===== src/rtl/spi_mem_pkg.sv =====
package spi_mem_pkg;

    typedef enum logic [7:0] {
        OP_WRSR  = 8'h01,
        OP_WRITE = 8'h02,
        OP_READ  = 8'h03,
        OP_WRDI  = 8'h04,
        OP_RDSR  = 8'h05,
        OP_WREN  = 8'h06
    } opcode_e;

    typedef enum logic [3:0] {
        ST_IDLE,
        ST_OPCODE,
        ST_ADDR_HI,
        ST_ADDR_LO,
        ST_READ,
        ST_WRITE,
        ST_SR_READ,
        ST_SR_WRITE,
        ST_CMD_DONE,
        ST_IGNORE
    } state_e;

endpackage


===== src/rtl/spi_pin_sampler.sv =====
// Edge detection of the serial pins in the core clock domain, plus pause tracking.
module spi_pin_sampler (
    input  logic clk,
    input  logic rst_n,
    input  logic cs_n,
    input  logic sck,
    input  logic hold_n,
    output logic sck_rise,
    output logic sck_fall,
    output logic cs_rise,
    output logic held
);
    logic sck_q, cs_q, hold_q, active;

    always_ff @(posedge clk or negedge rst_n) begin
        if (!rst_n) begin
            sck_q  <= 1'b0;
            cs_q   <= 1'b1;
            hold_q <= 1'b1;
            held   <= 1'b0;
        end else begin
            sck_q  <= sck;
            cs_q   <= cs_n;
            hold_q <= hold_n;
            if (cs_n)
                held <= 1'b0;
            else if (!held && hold_q && !hold_n && !sck)
                held <= 1'b1;
            else if (held && hold_n && !sck)
                held <= 1'b0;
        end
    end

    assign active   = !cs_n && !held;
    assign sck_rise = active && sck && !sck_q;
    assign sck_fall = active && !sck && sck_q;
    assign cs_rise  = cs_n && !cs_q;
endmodule


===== src/rtl/spi_tx_shifter.sv =====
// MSB-first output shifter, advanced on serial clock falls.
module spi_tx_shifter #(
    parameter int W = 8
) (
    input  logic         clk,
    input  logic         rst_n,
    input  logic         shift_en,
    input  logic         load,
    input  logic [W-1:0] load_val,
    output logic         so_bit
);
    logic [W-1:0] out_q;

    always_ff @(posedge clk or negedge rst_n) begin
        if (!rst_n) begin
            out_q  <= '0;
            so_bit <= 1'b0;
        end else if (shift_en) begin
            if (load) begin
                so_bit <= load_val[W-1];
                out_q  <= {load_val[W-2:0], 1'b0};
            end else begin
                so_bit <= out_q[W-1];
                out_q  <= {out_q[W-2:0], 1'b0};
            end
        end
    end
endmodule


===== src/rtl/spi_mem_slave.sv =====
module spi_mem_slave
    import spi_mem_pkg::*;
#(
    parameter int ADDR_W = 15
) (
    input  logic              clk,
    input  logic              rst_n,
    input  logic              cs_n,
    input  logic              sck,
    input  logic              si,
    input  logic              hold_n,
    output logic              so,
    output logic              so_en,
    output logic [ADDR_W-1:0] rd_addr,
    input  logic [7:0]        rd_data,
    output logic              byte_load_valid,
    output logic [ADDR_W-1:0] byte_load_addr,
    output logic [7:0]        byte_load_data,
    output logic              commit,
    output logic              wren_req,
    output logic              wrdi_req,
    output logic              sr_wr_valid,
    output logic [7:0]        sr_wr_data,
    input  logic [7:0]        sr_rd_data
);
    localparam int BYTE_W = 8;
    localparam int CNT_W  = $clog2(BYTE_W);
    localparam int HI_W   = ADDR_W - BYTE_W;

    state_e             state, state_nx;
    logic               sck_rise, sck_fall, cs_rise, held;
    logic [CNT_W-1:0]   bit_cnt;
    logic [BYTE_W-2:0]  shin_q;
    logic [BYTE_W-1:0]  rx_byte;
    logic               byte_done;
    logic [HI_W-1:0]    hi_q;
    logic [ADDR_W-1:0]  addr_q;
    logic               is_write_q, is_wren_q, wr_ok_q;
    logic               drive_phase;

    spi_pin_sampler u_sampler (
        .clk      (clk),
        .rst_n    (rst_n),
        .cs_n     (cs_n),
        .sck      (sck),
        .hold_n   (hold_n),
        .sck_rise (sck_rise),
        .sck_fall (sck_fall),
        .cs_rise  (cs_rise),
        .held     (held)
    );

    assign rx_byte     = {shin_q, si};
    assign byte_done   = sck_rise && (bit_cnt == CNT_W'(BYTE_W - 1));
    assign drive_phase = (state == ST_READ) || (state == ST_SR_READ);

    spi_tx_shifter #(.W(BYTE_W)) u_tx (
        .clk      (clk),
        .rst_n    (rst_n),
        .shift_en (sck_fall && drive_phase),
        .load     (bit_cnt == '0),
        .load_val ((state == ST_SR_READ) ? sr_rd_data : rd_data),
        .so_bit   (so)
    );

    // next-state logic
    always_comb begin
        state_nx = state;
        if (cs_n) begin
            state_nx = ST_IDLE;
        end else begin
            unique case (state)
                ST_IDLE:     state_nx = ST_OPCODE;
                ST_OPCODE:   if (byte_done) begin
                                 case (rx_byte)
                                     OP_READ, OP_WRITE: state_nx = ST_ADDR_HI;
                                     OP_WREN, OP_WRDI:  state_nx = ST_CMD_DONE;
                                     OP_RDSR:           state_nx = ST_SR_READ;
                                     OP_WRSR:           state_nx = ST_SR_WRITE;
                                     default:           state_nx = ST_IGNORE;
                                 endcase
                             end
                ST_ADDR_HI:  if (byte_done) state_nx = ST_ADDR_LO;
                ST_ADDR_LO:  if (byte_done) state_nx = is_write_q ? ST_WRITE : ST_READ;
                ST_SR_WRITE: if (byte_done) state_nx = ST_IGNORE;
                ST_CMD_DONE: if (sck_rise)  state_nx = ST_IGNORE;
                ST_READ, ST_WRITE, ST_SR_READ, ST_IGNORE: state_nx = state;
                default:     state_nx = ST_IDLE;
            endcase
        end
    end

    // state register
    always_ff @(posedge clk or negedge rst_n) begin
        if (!rst_n) state <= ST_IDLE;
        else        state <= state_nx;
    end

    // datapath and outputs
    always_ff @(posedge clk or negedge rst_n) begin
        if (!rst_n) begin
            bit_cnt         <= '0;
            shin_q          <= '0;
            hi_q            <= '0;
            addr_q          <= '0;
            is_write_q      <= 1'b0;
            is_wren_q       <= 1'b0;
            wr_ok_q         <= 1'b0;
            byte_load_valid <= 1'b0;
            byte_load_addr  <= '0;
            byte_load_data  <= '0;
            commit          <= 1'b0;
            wren_req        <= 1'b0;
            wrdi_req        <= 1'b0;
            sr_wr_valid     <= 1'b0;
            sr_wr_data      <= '0;
        end else begin
            byte_load_valid <= 1'b0;
            sr_wr_valid     <= 1'b0;
            commit          <= cs_rise && (state == ST_WRITE) && wr_ok_q;
            wren_req        <= cs_rise && (state == ST_CMD_DONE) && is_wren_q;
            wrdi_req        <= cs_rise && (state == ST_CMD_DONE) && !is_wren_q;
            if (cs_n) begin
                bit_cnt <= '0;
                wr_ok_q <= 1'b0;
            end else if (sck_rise) begin
                bit_cnt <= bit_cnt + CNT_W'(1);
                shin_q  <= rx_byte[BYTE_W-2:0];
                if (state == ST_WRITE) wr_ok_q <= byte_done;
            end
            if (byte_done) begin
                unique case (state)
                    ST_OPCODE: begin
                        is_write_q <= (rx_byte == OP_WRITE);
                        is_wren_q  <= (rx_byte == OP_WREN);
                    end
                    ST_ADDR_HI: hi_q   <= rx_byte[HI_W-1:0];
                    ST_ADDR_LO: addr_q <= {hi_q, rx_byte};
                    ST_READ:    addr_q <= addr_q + ADDR_W'(1);
                    ST_WRITE: begin
                        byte_load_valid <= 1'b1;
                        byte_load_addr  <= addr_q;
                        byte_load_data  <= rx_byte;
                        addr_q          <= addr_q + ADDR_W'(1);
                    end
                    ST_SR_WRITE: begin
                        sr_wr_valid <= 1'b1;
                        sr_wr_data  <= rx_byte;
                    end
                    default: ;
                endcase
            end
        end
    end

    assign rd_addr = addr_q;
    assign so_en   = drive_phase && !cs_n && !held;
endmodule


===== config.mk =====
export PLATFORM = sky130hd
export DESIGN_NAME = spi_mem_slave
export DESIGN_NICKNAME = d
export VERILOG_FILES = /design/src/rtl/spi_mem_pkg.sv /design/src/rtl/spi_pin_sampler.sv /design/src/rtl/spi_tx_shifter.sv /design/src/rtl/spi_mem_slave.sv
export SDC_FILE = /design/constraint.sdc
export NUM_CORES = 1
export LEC_CHECK = 0
export BUFFER_PORTS_ARGS = -buffer_cell sky130_fd_sc_hd__clkbuf_2
export CAP_MARGIN = 10
export CORE_AREA = 3 3 88 90
export CTS_CLUSTER_SIZE = 28
export DETAILED_ROUTE_END_ITERATION = 16
export DIE_AREA = 0 0 91 93
export PLACE_DENSITY = 0.85
export SLEW_MARGIN = 20
export SYNTH_ARGS = -nofsm -noshare
export SYNTH_HDL_FRONTEND = slang
export SYNTH_SLANG_ARGS = --single-unit
export TNS_END_PERCENT = 20

===== constraint.sdc =====
create_clock -name clk -period 5.05 [get_ports clk]
set_input_delay 0.7575 -clock clk [delete_from_list [all_inputs] [get_ports clk]]
set_output_delay 0.7575 -clock clk [all_outputs]
set_load 0.01 [all_outputs]

## Word-level counts from Yosys, hierarchy flattened

Index checks and enable logic that the tools add are counted.

- Output and inout bits: 53
- Word-level logic and storage cells: 118
- Register bits: 88
- Input bits: 22

- Reductions and logical operators: 46
- Bitwise operators: 1
- $add $sub $neg: 2
- Mux-type cells: 25
- Eq/ne operators: 22

Operators by type and width:

| operator | count |
|---|---|
| $pmux W15 S2 | 1 |
| $pmux W4 S7 | 1 |
| $eq A8 B3 Y1 const B | 3 |
| $mux W4 | 6 |
| $logic_and A1 B1 Y1 | 20 |
| $eq A4 B3 Y1 const B | 4 |
| $eq A8 B2 Y1 const B | 2 |
| $mux W8 | 2 |
| $pmux W4 S4 | 1 |
| $add A15 B1 Y15 const B | 1 |
| $ne A3 B3 Y1 const B | 5 |
| $reduce_and A2 Y1 | 7 |
| $mux W1 | 12 |
| $eq A4 B2 Y1 const B | 2 |
| $eq A4 B4 Y1 const B | 2 |
| $eq A8 B1 Y1 const B | 1 |
| $logic_not A1 Y1 | 7 |
| $mux W3 | 2 |
| $reduce_and A6 Y1 | 1 |
| $reduce_bool A2 Y1 | 3 |
| $reduce_or A2 Y1 | 3 |
| $eq A4 B1 Y1 const B | 1 |
| $logic_not A4 Y1 | 1 |
| $reduce_or A4 Y1 | 1 |
| other kinds (7) | 7 |

## Depth between registers and ports, before layout

Gate-level depths: netlist (run 1).

- Depth in word-level cells: 8
- Depth in mapped cells: 8
- Gate-level depth less buffers: 6

## Cells and area by module

A second synthesis (run 1) with hierarchy kept.

- Cell total of the unflattened synthesis: 364
- Area, all modules: 4131.5 sq um

By module, submodules not included:

| module | area each (sq um) | sequential area each (sq um) | times used | cells each |
|---|---|---|---|---|
| spi_mem_slave | 3597.2 | 1876.8 | 1 | 318 |
| spi_tx_shifter | 375.4 | 200.2 | 1 | 35 |
| spi_pin_sampler | 158.9 | 102.6 | 1 | 11 |

## Worst setup path before layout (run 1)

OpenSTA, ideal clock, no wires.

- Kind: in2reg
- Start point: input port cs_n
- End point: register state[2]
- Slack: 2.652 ns
- Required time: 4.928 ns
- Library setup time: 0.122 ns
- Data arrival time: 2.277 ns
- Stages on the path: 7
- Path buffers: 3
- Cells stage by stage: buf_6 -> or4b_4 -> buf_6 -> buf_6 -> a221oi_4 -> nor2_1 -> a32o_1

- Longest elaborated chain between the ends: 7
- Elaborated cells between the ends (all ways): 13
- Classes of those cells: eq/ne: 6; mux: 1; reduce/logical: 6

RTL lines:

| element | RTL line | RTL |
|---|---|---|
| start: declaration | spi_mem_slave.sv:8 | `input logic cs_n,` |
| $logic_not A1 Y1 | spi_pin_sampler.sv:34 | `assign active = !cs_n && !held;` |
| $logic_and A1 B1 Y1 | spi_pin_sampler.sv:34 |  |
| $logic_and A1 B1 Y1 (2 in series) | spi_pin_sampler.sv:35 | `assign sck_rise = active && sck && !sck_q;` |
| $logic_and A1 B1 Y1 | spi_mem_slave.sv:54 | `assign byte_done = sck_rise && (bit_cnt == CNT_W'(BYTE_W - 1));` |
| $ne A3 B3 Y1 (no source line) | -- |  |
| $reduce_and A6 Y1 (no source line) | -- |  |
| end signal: assignment | spi_mem_slave.sv:96 | `else state <= state_nx;` |
| end: declaration | spi_mem_slave.sv:30 | `state_e state, state_nx;` |

Parallel ways exist; a longest one is shown, timed or not.
A chain may end at the register's enable or synchronous reset.

## Worst setup path in the final report (run 1)

- Start point: input port cs_n
- End point: register byte_load_data[3]

- Longest elaborated chain between the ends: 6

RTL lines:

| element | RTL line | RTL |
|---|---|---|
| $logic_not A1 Y1 | spi_pin_sampler.sv:34 |  |
| $logic_and A1 B1 Y1 | spi_pin_sampler.sv:34 |  |
| $logic_and A1 B1 Y1 (2 in series) | spi_pin_sampler.sv:35 |  |
| $logic_and A1 B1 Y1 | spi_mem_slave.sv:54 |  |
| $reduce_and A2 Y1 (no source line) | -- |  |
| end signal: assignment | spi_mem_slave.sv:143 | `byte_load_data <= rx_byte;` |
| end: declaration | spi_mem_slave.sv:18 | `output logic [7:0] byte_load_data,` |

No other way between the ends.

==> run summary, run 1 <==
The die covers 8460 um2. The largest fanout on the critical path is 27, and the initial core utilization is 59.2%. The run gives 3120 ps as the arrival time of the worst setup path. Among cell families on the critical path, the largest total delay comes from simple AND/OR/NAND/NOR gates. For the met2 capacity usage during global routing, the log shows 35.5%. The logs give 474 for the number of nets at the end of the flow and 0.184 mV for the maximum VDD drop. After technology mapping, the gate count stands at 386.

Compared with the post-synthesis result, the final layout area differs by 14.5%. The part of the power in registers came out at 52.7%. Summing all placed instances gives a cell area of 4630 um2. Of the total power, the share spent switching nets is 30.2%. The synthesized design spends more area on one cell type than any other, namely dfrtp_1. The synthesized area per cell is 10.9 um2, and the shortest period the worst path allows is 2880 ps. The flow ran to the end, and the final reports show no timing, DRC or antenna violations. For the clock latency on the worst-skew pair, the log shows 360 ps.

Top-area cell type share of the netlist area: 50.3%. In the synthesized netlist, the cells that appear most often are dfrtp_1, nand2_1, mux2_2. The transition at the pin with the smallest max-transition slack is 871 ps, and the number of warnings issued by yosys is 0.

After synthesis, the share of flip-flops with an asynchronous set or reset is 100%. The number of max-slew violations in the final report was 0. For the final database, setup skew stands at 13.0 ps. The critical path's largest stage delay was 830 ps; the total nets after synthesis was 412.

The layer flagged by global routing as most heavily used is met2. 75 I/O pins were placed. The cts-stage hold buffer count came out at 0.

Setup repair after global routing left no endpoint under its margin. The number of antenna cells inserted is 0, and the post-route antenna net violation count is 0. The floorplan has 31 rows.

Power per unit of standard cell area: 320 nW/um2. For this design, the slowest cell found on the critical path is nor4b_4. Among all flip-flop cells after synthesis, the most frequent one is dfrtp_1. CTS built an H-tree with a depth of 3. For this block, the initial DRC count from the detailed router was 276. The signal on the critical path passes through clkbuf_2, nor4b_4, nand4_2, mux2_2. Dividing the detail-routed wire length by the instance count gives 16.3 um. STA classifies the critical path endpoint as a flip-flop.

The most instantiated library cell after synthesis was dfrtp_1. The logic gate share of total power was 15.1%. The proportion of layout cells with a drive suffix above 1 works out to 34.2%.

Global routing used 22.6% of the available tracks across all layers. Buffers inserted during clock tree synthesis total 9. The congestion estimate from routability-driven global placement came to 0.866. The number of buffers and inverters on the critical path is 1, and the number of flops mapped to enable cells by yosys is 0. Global routing consumed, on the met3 layer, 4.18% of the routing resources.

The final critical-path share of the clock period is 57.0%. The largest net degree at the start of global routing is 88, and the clock network power share is 32.1%. After clock tree synthesis, the clock-pin slew on the worst setup and hold paths is 80 ps.

The first TritonRoute pass finished after 5 iterations. The die is 93 um tall. The count of final setup violators was 0; the summed instance area of the synthesized netlist was 4230 um2.

For this run, design rule violations remaining after detail routing come to 0. The number of clock sinks was 87; the total vias in the final route was 3318. The tools report the library cell used as clock root buffer as clkbuf_8. After filler insertion, the fill cell instance count of the layout stands at 558. The horizontal die dimension was 91 um. For the data required time at the worst endpoint, the log shows 5290 ps.

After clock tree synthesis, the repair step resized 0 gates. The count of final hold-check violations is 0, and the post-synthesis register bit count is 87. The run gives 41.7% as the worst relative slew slack. Setup slack on the worst reg-to-reg path comes out at 2370 ps.

TritonCTS built the clock tree. The tightest min-delay check is of the input pin to async pin type. The logs give 51.6% for the fraction of the yosys area taken by sequential cells and 15400 um for the wire length of the first global-routing pass. The final wirelength is 8990 um.

The logs give 0.00108 W for the cell-internal power and 2.32 nW for the leakage power total. Post-synthesis cell type count: 59. Summing all non-filler instances in the final layout gives an area of 4840 um2. The reported max-cap violation count is 0, and the total negative slack is 0 ps. The run gives 7140 um2 as the floorplan core area. In this run the tool buffered the top-level ports with 74 buffer cells. The critical path is of the input pin to flip-flop type. The tools report the met1 track demand over resource in global routing as 30.7%.

The tools report the via count of the first global-routing pass as 3203. The tools report the count of buffers added by post-CTS timing repair for setup as 0. The highest clock frequency the design can meet is 347 MHz, and the number of cells on the worst reg-to-reg path is 3.

After global routing the overflow that remains totals 0. STA classifies the critical path startpoint as an input pin. The via density per instance is 6.01, and the initial antenna violation count is 0. Final cell utilization of the core: 67.8%. The logs give 2 for the number of buffers between clock root and the deepest sink and 6150 um for the half-perimeter wire length after placement.

The critical path runs through a total of 4 cells. Across all hold checks on the routed design, the worst slack comes to 418 ps. Sorting the synthesized cells by area gives the leading types as dfrtp_1, mux2_2, nand2_1. The total net switching power came out at 0.000468 W.
-- logic make-up (layout without fill, tap and decap cells) --
| group | count (synthesis) | in the layout | share of synthesized area, % |
|---|---|---|---|
| DFF | 87 | 87 | 51.6 |
| muxes | 49 | 49 | 12.8 |
| adders and majority gates | 4 | 4 | 1.18 |
| and+or+nand+nor | 122 | 122 | 15.6 |
| buffers and inverters | 35 | 102 | 3.85 |
| AOI/OAI and AO/OA | 89 | 89 | 15.0 |
-- area by class of cell --
type                    instances  area (um2)  area share (%)
clock buffers                  10         138            2.85
multi-input cells             264        1890            39.2
repair buffers                 77         399            8.25
well taps                      99         124            2.56
inverters                       9        33.8           0.699
flip-flops and latches         87        2180            45.1
clock inverters                 6        67.6            1.40
-- placed cells by master, fill, tap and decap left out, types with 2 or more instances in the layout --
cell type   netlist  routed
a22o_1            2       2
nor4b_1           2       2
a2bb2oi_2         5       5
clkbuf_2          0      73
mux2i_1           8       8
o22ai_1           7       7
o21ai_0          32      32
nor3b_1           4       3
nor3_1            3       3
nand3_1          12      12
o31ai_1           4       4
and3_1            4       4
buf_4             1       3
mux2_2           41      41
nor2_1           10      10
clkinvlp_4        0       2
a21oi_1          15      15
dfstp_2           2       2
nand2b_1          5       5
nand4_1          10      10
nor4_1            5       5
inv_1             8       8
dfrtp_1          85      85
a22oi_1           4       4
clkbuf_8          0      10
a31oi_1           4       4
ha_1              4       4
o211ai_1          2       2
nand2_1          52      52
nor2b_1           2       2
-- metal layers --
layer / up-vias / wire, um
li1: 1541 / -
met1: 1614 / 3780
met2: 142 / 4410
met3: 21 / 569
met4: 0 / 239
met5: - / 0
-- power by group through the flow --
stage          Combinational, W  Clock [W]  Sequential [W]
2_1_floorplan          0.000208          0        0.000775
3_3_place_gp           0.000224          0        0.000825
3_5_place_dp           0.000232          0        0.000829
4_1_cts                0.000234   0.000503        0.000815
5_1_grt                0.000263   0.000531        0.000826
6_report               0.000235   0.000497        0.000817
-- path summary, 6_finish.rpt --
kind,startpoint,endpoint
min in group clk,is_wren_q,wrdi_req
max in group asynchronous,rst_n,byte_load_data[7]
max reg2reg,u_sampler.held,byte_load_data[3]
min reg2reg,is_wren_q,wrdi_req
max,cs_n,byte_load_data[3]
min,rst_n,u_tx.so_bit
-- registers in the layout, summed over array words and instances (netlist names), 3 cells and up --
signal,flops
hi_q,7
shin_q,7
byte_load_data,8
u_tx.out_q,7
state,4
byte_load_addr,15
bit_cnt,3
rd_addr,15
sr_wr_data,8
-- worst register-to-register path: stages (launching register included) --
cell and delay (ps):
dfrtp_1 440, nor4b_4 790, nand4_2 780, mux2_2 550
-- per-stage QoR --
stage / power, W / std cells / worst slack, ps
floorplan: 0.000983 / 386 / 2650
global placement: 0.00105 / 536 / 1860
detailed placement: 0.00106 / 536 / 1790
CTS: 0.00155 / 552 / 2180
global route: 0.00162 / 552 / 2000
finish: 0.00155 / 552 / 2170
Power figures use the tool's default switching activity.
==> run 2: changes to the inputs <==
--- a/config.mk
+++ b/config.mk
@@ -5,13 +5,14 @@
 export SDC_FILE = /design/constraint.sdc
 export NUM_CORES = 1
 export LEC_CHECK = 0
+export ABC_AREA = 1
 export BUFFER_PORTS_ARGS = -buffer_cell sky130_fd_sc_hd__clkbuf_2
 export CAP_MARGIN = 10
-export CORE_AREA = 3 3 88 90
+export CORE_AREA = 3 3 97 99
 export CTS_CLUSTER_SIZE = 28
 export DETAILED_ROUTE_END_ITERATION = 16
-export DIE_AREA = 0 0 91 93
-export PLACE_DENSITY = 0.85
+export DIE_AREA = 0 0 100 102
+export PLACE_DENSITY = 0.77
 export SLEW_MARGIN = 20
 export SYNTH_ARGS = -nofsm -noshare
 export SYNTH_HDL_FRONTEND = slang
==> constraint.sdc (replaced) <==
create_clock -name clk -period 2.3 [get_ports clk]
set_input_delay 0.345 -clock clk [delete_from_list [all_inputs] [get_ports clk]]
set_output_delay 0.345 -clock clk [all_outputs]
set_load 0.01 [all_outputs]
==> run 2 against run 1 <==
Synthesized area up 4.2%; global-route usage down 2.0 points; setup slack worse by 2000 ps; core utilization down 9.6 points; combinational power rose to 2.8 times the previous value; sequential share of layout area down 1.7 points; clock-buffer cell count down 1; non-clock buffer count up 1; largest cell class unchanged.
==> run summary, run 2 <==
The flow ran to the end, and the final reports show no timing, DRC or antenna violations. The number of warnings issued by yosys is 0, and the number of max-slew violations in the final report is 0. The via count of the first global-routing pass was 3493; the proportion of layout cells with a drive suffix above 1 was 25.2%. STA puts the critical path data arrival time at 1760 ps. The synthesized area per cell was 8.49 um2; the number of gates resized after cts was 0. After detailed routing, the number of remaining DRC violations is 0. The final wirelength was 9850 um. The initial antenna violation count was 0.

The shortest period the worst path allows works out to 2100 ps. In the layout the commonest cells are nand2_1, dfrtp_1, clkbuf_2. For the leakage power total, the log shows 2.61 nW.

Library cell with the largest summed area after synthesis: dfrtp_1. The synthesized netlist occupies a cell area of 4400 um2. The design draws 0.00354 W. For this design, the slowest cell found on the critical path is dfrtp_1. The data required time at the worst endpoint was 1960 ps; the post-route antenna net violation count was 0. The run gives 7180 um as the half-perimeter wire length after placement. The final critical-path share of the clock period is 91.5%. Wire length of the first global-routing pass: 16800 um. Routed length on met3: 400 um.

Clock-pin slew was measured on the worst setup and hold paths at 90 ps. The worst hold-check path type was input pin to flip-flop. For the final non-filler cell area, the log shows 5020 um2. The clock arrives with 10.4 ps of skew.

Entering global routing, the biggest net connects 64 pins. After global routing the overflow that remains totals 0. Based on the critical path, the design can be clocked at up to 475 MHz. Once placement finished, the instance area stood at 4810 um2.

After synthesis, the cell types taking the most area are dfrtp_1, nand2_1, inv_1. The logs give 4 for the number of detailed-route iterations in the first pass and 519 for the post-synthesis instance total. In the routed layout, each cell is associated on average with a via count of 5.24. Once the floorplan was initialized, standard cells occupied 51.0% of the core. The number of buffers between clock root and the deepest sink is 2, and the count of buffers from port buffering is 74. The logs give 3 for the H-tree depth and 360 ps for the clock latency on the worst-skew pair. In this run the biggest area consumer among cell types represents 48.3% of the synthesized area.

The share of flip-flops with an asynchronous set or reset after synthesis was 100%. After detailed routing, the met2 layer carries 4630 um of wire. For this run, the post-layout net count is 617. The die height came out at 102 um.

The congestion estimate from routability-driven global placement came to 0.861. From synthesis to final layout, the design area changed by 14.0%. After detailed routing, the wire length on met1 is 4570 um.

Buffers inserted during clock tree synthesis total 9. STA classifies the critical path endpoint as an output pin. The horizontal die dimension is 100 um. The run gives 75 as the number of top-level pins. By instance count, the leading cell after synthesis is nand2_1.

In this run the power density over the cells is 704 nW/um2. For the standard-cell row count, the log shows 34. The startpoint type of the worst setup path is a flip-flop. The run gives 0 ps as the total negative slack. Max-cap violations in this run came to 0.

The worst-case IR drop observed on VDD is 0.448 mV. For the number of clock sinks, the log shows 87. Along the worst path, the maximum fanout reaches 8.

In this run the tightest slew margin relative to its limit is 60.1%. Most common cell after layout, fill and taps aside: nand2_1. Floorplan die area: 10200 um2. Counting every net in the synthesized netlist gives 545.

The number of antenna cells inserted came out at 0. Clock tree synthesis selected as its root buffer the cell clkbuf_8. The worst setup path is of the flip-flop to output pin kind. At the pin with the least slew margin, the transition time is 597 ps. Sorting the synthesized cells by how often they occur yields nand2_1, dfrtp_1, inv_1. The top flip-flop cell by instance count after synthesis is dfrtp_1.

The post-synthesis register bit count was 87. The signal on the critical path passes through inv_2, nand2_4, nor2_2, inv_2, nor2_2, clkbuf_2. Global routing consumed, over all layers together, 20.6% of the routing resources. TritonCTS built the clock tree. The post-detailed-route wirelength per cell is 14.0 um, and the total vias in the final route is 3691.

Setup repair after global routing left no endpoint under its margin. In this run the standard cell core region covers 8640 um2. The largest single stage delay on the critical path is 450 ps. The final cell utilization of the core was 58.1%; the DRC violation total after the first TritonRoute iteration was 208. For this run, the register share of the synthesized area comes to 49.5%. The highest routing layer actually used was met4. Setup violations remaining at the end of the flow were counted as 0. The post-synthesis cell type count is 38.

The run gives 0 as the count of final hold-check violations. Counting flops with a built-in enable in the synthesized netlist gives 0.
==> run 2: cell count changes after synthesis, sizes merged, moves of 19 or more <==
cell / before / now
nand3: 12 / 31
nor2: 10 / 32
o21ai: 32 / 56
inv: 8 / 59
mux2: 41 / 0
nand2: 52 / 165
==> run 2: final cells by class <==
cell class,instances,area (um2)
clock buffer,9,124
clock inverter,7,77.6
fill,804,3610
inverter,59,231
multi-input combinational,356,1860
sequential,87,2180
tap,108,135
timing repair buffer,78,418
==> run 2: path summary, 6_finish.rpt <==
check | startpoint | end | slack [ps] | cells past startpoint
max in group asynchronous | rst_n | wren_req | 1230 | 3
setup / recovery | state[3] | so_en | 200 | 6
hold / removal | hold_n | u_sampler.hold_q | 70 | 1
setup reg to reg | u_sampler.sck_q | rd_addr[10] | 500 | 10
hold reg to reg | is_wren_q | wrdi_req | 480 | 1
min in group asynchronous | rst_n | u_tx.out_q[4] | 420 | 2
==> run 2: stage by stage <==
step	setup slack [ps]	instances	hold WS (ps)
after CTS	217	704	61.4
after floorplan	792	519	49.4
after detailed placement	494	687	278
after global routing	129	704	69.4
final	197	704	70.0
after global placement	531	687	272
==> run 2: worst max-delay path, delay by kind of cell, from the launching register on <==
family                 cells  cell delay [ps]
buffers and inverters      3              360
flip-flops                 1              450
AND/OR/NAND/NOR            3              580
==> run 2: cell families (layout without fill, tap and decap cells) <==
family	count (synthesis)	after routing	synth area share, %
fa+ha+maj	4	4	1.14
buf+inv	76	153	8.38
flops	87	87	49.5
xor+xnor	2	2	0.398
simple gates	243	243	25.1
compound gates	107	107	15.5
==> run 2: what timing repair did <==
action	4_1_cts	5_1_grt
hold endpoints to repair	22	0
setup buffers	0	0
hold buffers	1	0
==> run 2: layer usage <==
| metal | global-route usage [%] | vias to the layer above |
|---|---|---|
| met1 | 27.9 | 1760 |
| met2 | 32.6 | 79 |
| met3 | 4.16 | 22 |
| li1 | - | 1830 |
| met4 | 8.39 | 0 |
| met5 | 0 | - |
==> run 2: power breakdown <==
part           switching [W]  internal (W)
logic               0.000451      0.000206
registers           0.000116       0.00163
clock network       0.000610      0.000518
==> run 3: changes to the inputs <==
--- a/config.mk
+++ b/config.mk
@@ -8,11 +8,11 @@
 export ABC_AREA = 1
 export BUFFER_PORTS_ARGS = -buffer_cell sky130_fd_sc_hd__clkbuf_2
 export CAP_MARGIN = 10
-export CORE_AREA = 3 3 97 99
+export CORE_AREA = 3 3 114 116
 export CTS_CLUSTER_SIZE = 28
 export DETAILED_ROUTE_END_ITERATION = 16
-export DIE_AREA = 0 0 100 102
-export PLACE_DENSITY = 0.77
+export DIE_AREA = 0 0 117 119
+export PLACE_DENSITY = 0.58
 export SLEW_MARGIN = 20
 export SYNTH_ARGS = -nofsm -noshare
 export SYNTH_HDL_FRONTEND = slang
==> run 3 against run 2 <==
Routed wire length grew 3.7%; first-iteration DRC count grew 24%; critical path depth is the same; total power grew 7.0%; critical path type unchanged.
==> run summary, run 3 (synthesis results as in run 2) <==
The flow ran to the end, and the final reports show no timing, DRC or antenna violations. Derived from the worst setup path, the maximum achievable clock frequency is 500 MHz. In the layout the commonest cells are nand2_1, dfrtp_1, clkbuf_2.

Type of destination of the critical path: an output pin. The final critical path takes up 87.0% of the cycle. The smallest hold slack came out at 120 ps.

Setup repair after global routing left no endpoint under its margin. The arrival time of the worst setup path was 1660 ps; the maximum VDD drop was 0.343 mV. Once detailed placement completed, the half-perimeter wirelength came to 7500 um.

The power per unit of standard cell area came out at 733 nW/um2. The slowest stage of the critical path is the dfrtp_1 cell. 75 I/O pins were placed.

The horizontal die dimension was 117 um; the number of gates resized after cts was 0. TritonCTS built the clock tree. The post-synthesis to final-layout area growth is 17.2%, and the clock transition time at the flip-flop clock pins of the worst setup and hold paths is 60 ps. Routability-driven placement finished with a final weighted congestion of 0.804. In this run the vertical extent of the chip is 119 um. Global routing used 15.3% of the available tracks across all layers.

The number of setup buffers added after CTS is 0. The core region is 12000 um2. Worst setup timing slack at the placement stage: 483 ps. The tree built by TritonCTS fans out to 87 sinks. The data required time at the worst endpoint is 1960 ps. For the worst relative slew slack, the log shows 62.0%. The tree is rooted in a clkbuf_16.

The cts-stage hold buffer count was 1. Detailed routing inserted a total of 3660 vias. The largest fanout on the critical path was 8. The tools report the number of buffers between clock root and the deepest sink as 2.

The first global-routing pass estimated 17100 um of wire. Summed over all layers, the global routing overflow is 0. Once detail routing completed, the nets flagged for antenna violations numbered 0. Initial antenna violation count: 0. Clock latency on the worst-skew pair, taken at its later pin, is 330 ps. The standard-cell row count is 40, and the DRC violation total after the first TritonRoute iteration is 258. Setup slack closes at 299 ps.

The total negative slack was 0 ps; the worst-case clock skew was 5.63 ps. The final wirelength was 10200 um; the count of final hold-check violations was 0. The H-tree generated during clock tree synthesis spans 3 levels. Startpoint type of the worst setup path: a flip-flop. Dividing the detail-routed via count by the number of cells gives 4.92. The transition at the pin with the smallest max-transition slack was 567 ps. For this design the static power due to leakage is 2.65 nW. Leaving out fill and tap cells, the most frequent cell in the layout is nand2_1. Walking the worst path, the cells encountered are inv_2, nand2_4, nor2_2, inv_2, nor2_2, clkbuf_2.

Cells with a size suffix above 1 make up 25.1% of the layout. The tightest min-delay check is of the input pin to flip-flop type. Shortest period the worst path allows: 2000 ps.

Number of detailed-route iterations in the first pass: 5. The run gives 0 as the reported max-cap violation count. The count of final setup violators is 0, and the number of antenna cells inserted is 0. The critical path class is flip-flop to output pin. The run gives 618 as the number of nets at the end of the flow. Once the floorplan was initialized, standard cells occupied 36.7% of the core.

The via count of the first global-routing pass is 3422, and the critical path's largest stage delay is 430 ps. The remaining routing DRC violations was 0. The run gives 60 as the largest net degree at the start of global routing. The total clock buffers created by CTS is 9, and the post-detailed-route wirelength per cell is 13.7 um. Register-to-register setup slack: 510 ps. The die covers 13900 um2. Buffers placed on the I/O ports in this run total 74. The number of max-slew violations in the final report was 0.
[run 3: worst max-delay path, delay by kind of cell (launching register included)]
family | cells | cell delay (ps)
buffers and inverters | 3 | 360
and+or+nand+nor | 3 | 530
DFF | 1 | 430
[run 3: area by class of cell]
cell class | count | area (um2)
clock buffers | 12 | 256
clock inverters | 4 | 30.0
fillers | 1229 | 6850
inverters | 59 | 231
multi-input cells | 356 | 1860
flip-flops and latches | 87 | 2180
well taps | 147 | 184
repair buffers | 79 | 425
[run 3: path summary, 6_finish.rpt]
path / startpoint / to / cells past startpoint
hold reg to reg: is_wren_q / wrdi_req / 1
hold / removal: hold_n / u_sampler.hold_q / 1
setup reg to reg: u_sampler.sck_q / rd_addr[10] / 10
setup / recovery: state[3] / so_en / 6
min in group asynchronous: rst_n / byte_load_addr[0] / 2
max in group asynchronous: rst_n / shin_q[6] / 3
[run 3: layer usage]
| metal | routed length (um) | global-route usage (%) | part of all wire (%) | vias to the layer above |
|---|---|---|---|---|
| met3 | 508 | 3.76 | 5.0 | 10 |
| met1 | 4850 | 21.6 | 48 | 1724 |
| met2 | 4750 | 23.3 | 47 | 87 |
| li1 | - | - | - | 1839 |
| met4 | 93 | 4.16 | 0.91 | 0 |
| met5 | 0 | 0 | 0 | - |
[run 3: metrics by stage]
step / util, % / cells / total power, W / instance area (um2)
CTS: 43.0 / 744 / 0.00383 / 5160
global route: 43.0 / 744 / 0.00401 / 5160
detailed placement: 40.5 / 727 / 0.00243 / 4870
finish: 43.0 / 744 / 0.00378 / 5160
global placement: 40.5 / 727 / 0.00243 / 4870
floorplan: - / 519 / 0.00225 / 4400
[run 3: where the power goes]
| group | switching, W | internal [W] |
|---|---|---|
| sequential | 0.000116 | 0.00164 |
| combinational | 0.000444 | 0.000206 |
| clock | 0.000587 | 0.000793 |
| total | 0.00115 | 0.00264 |
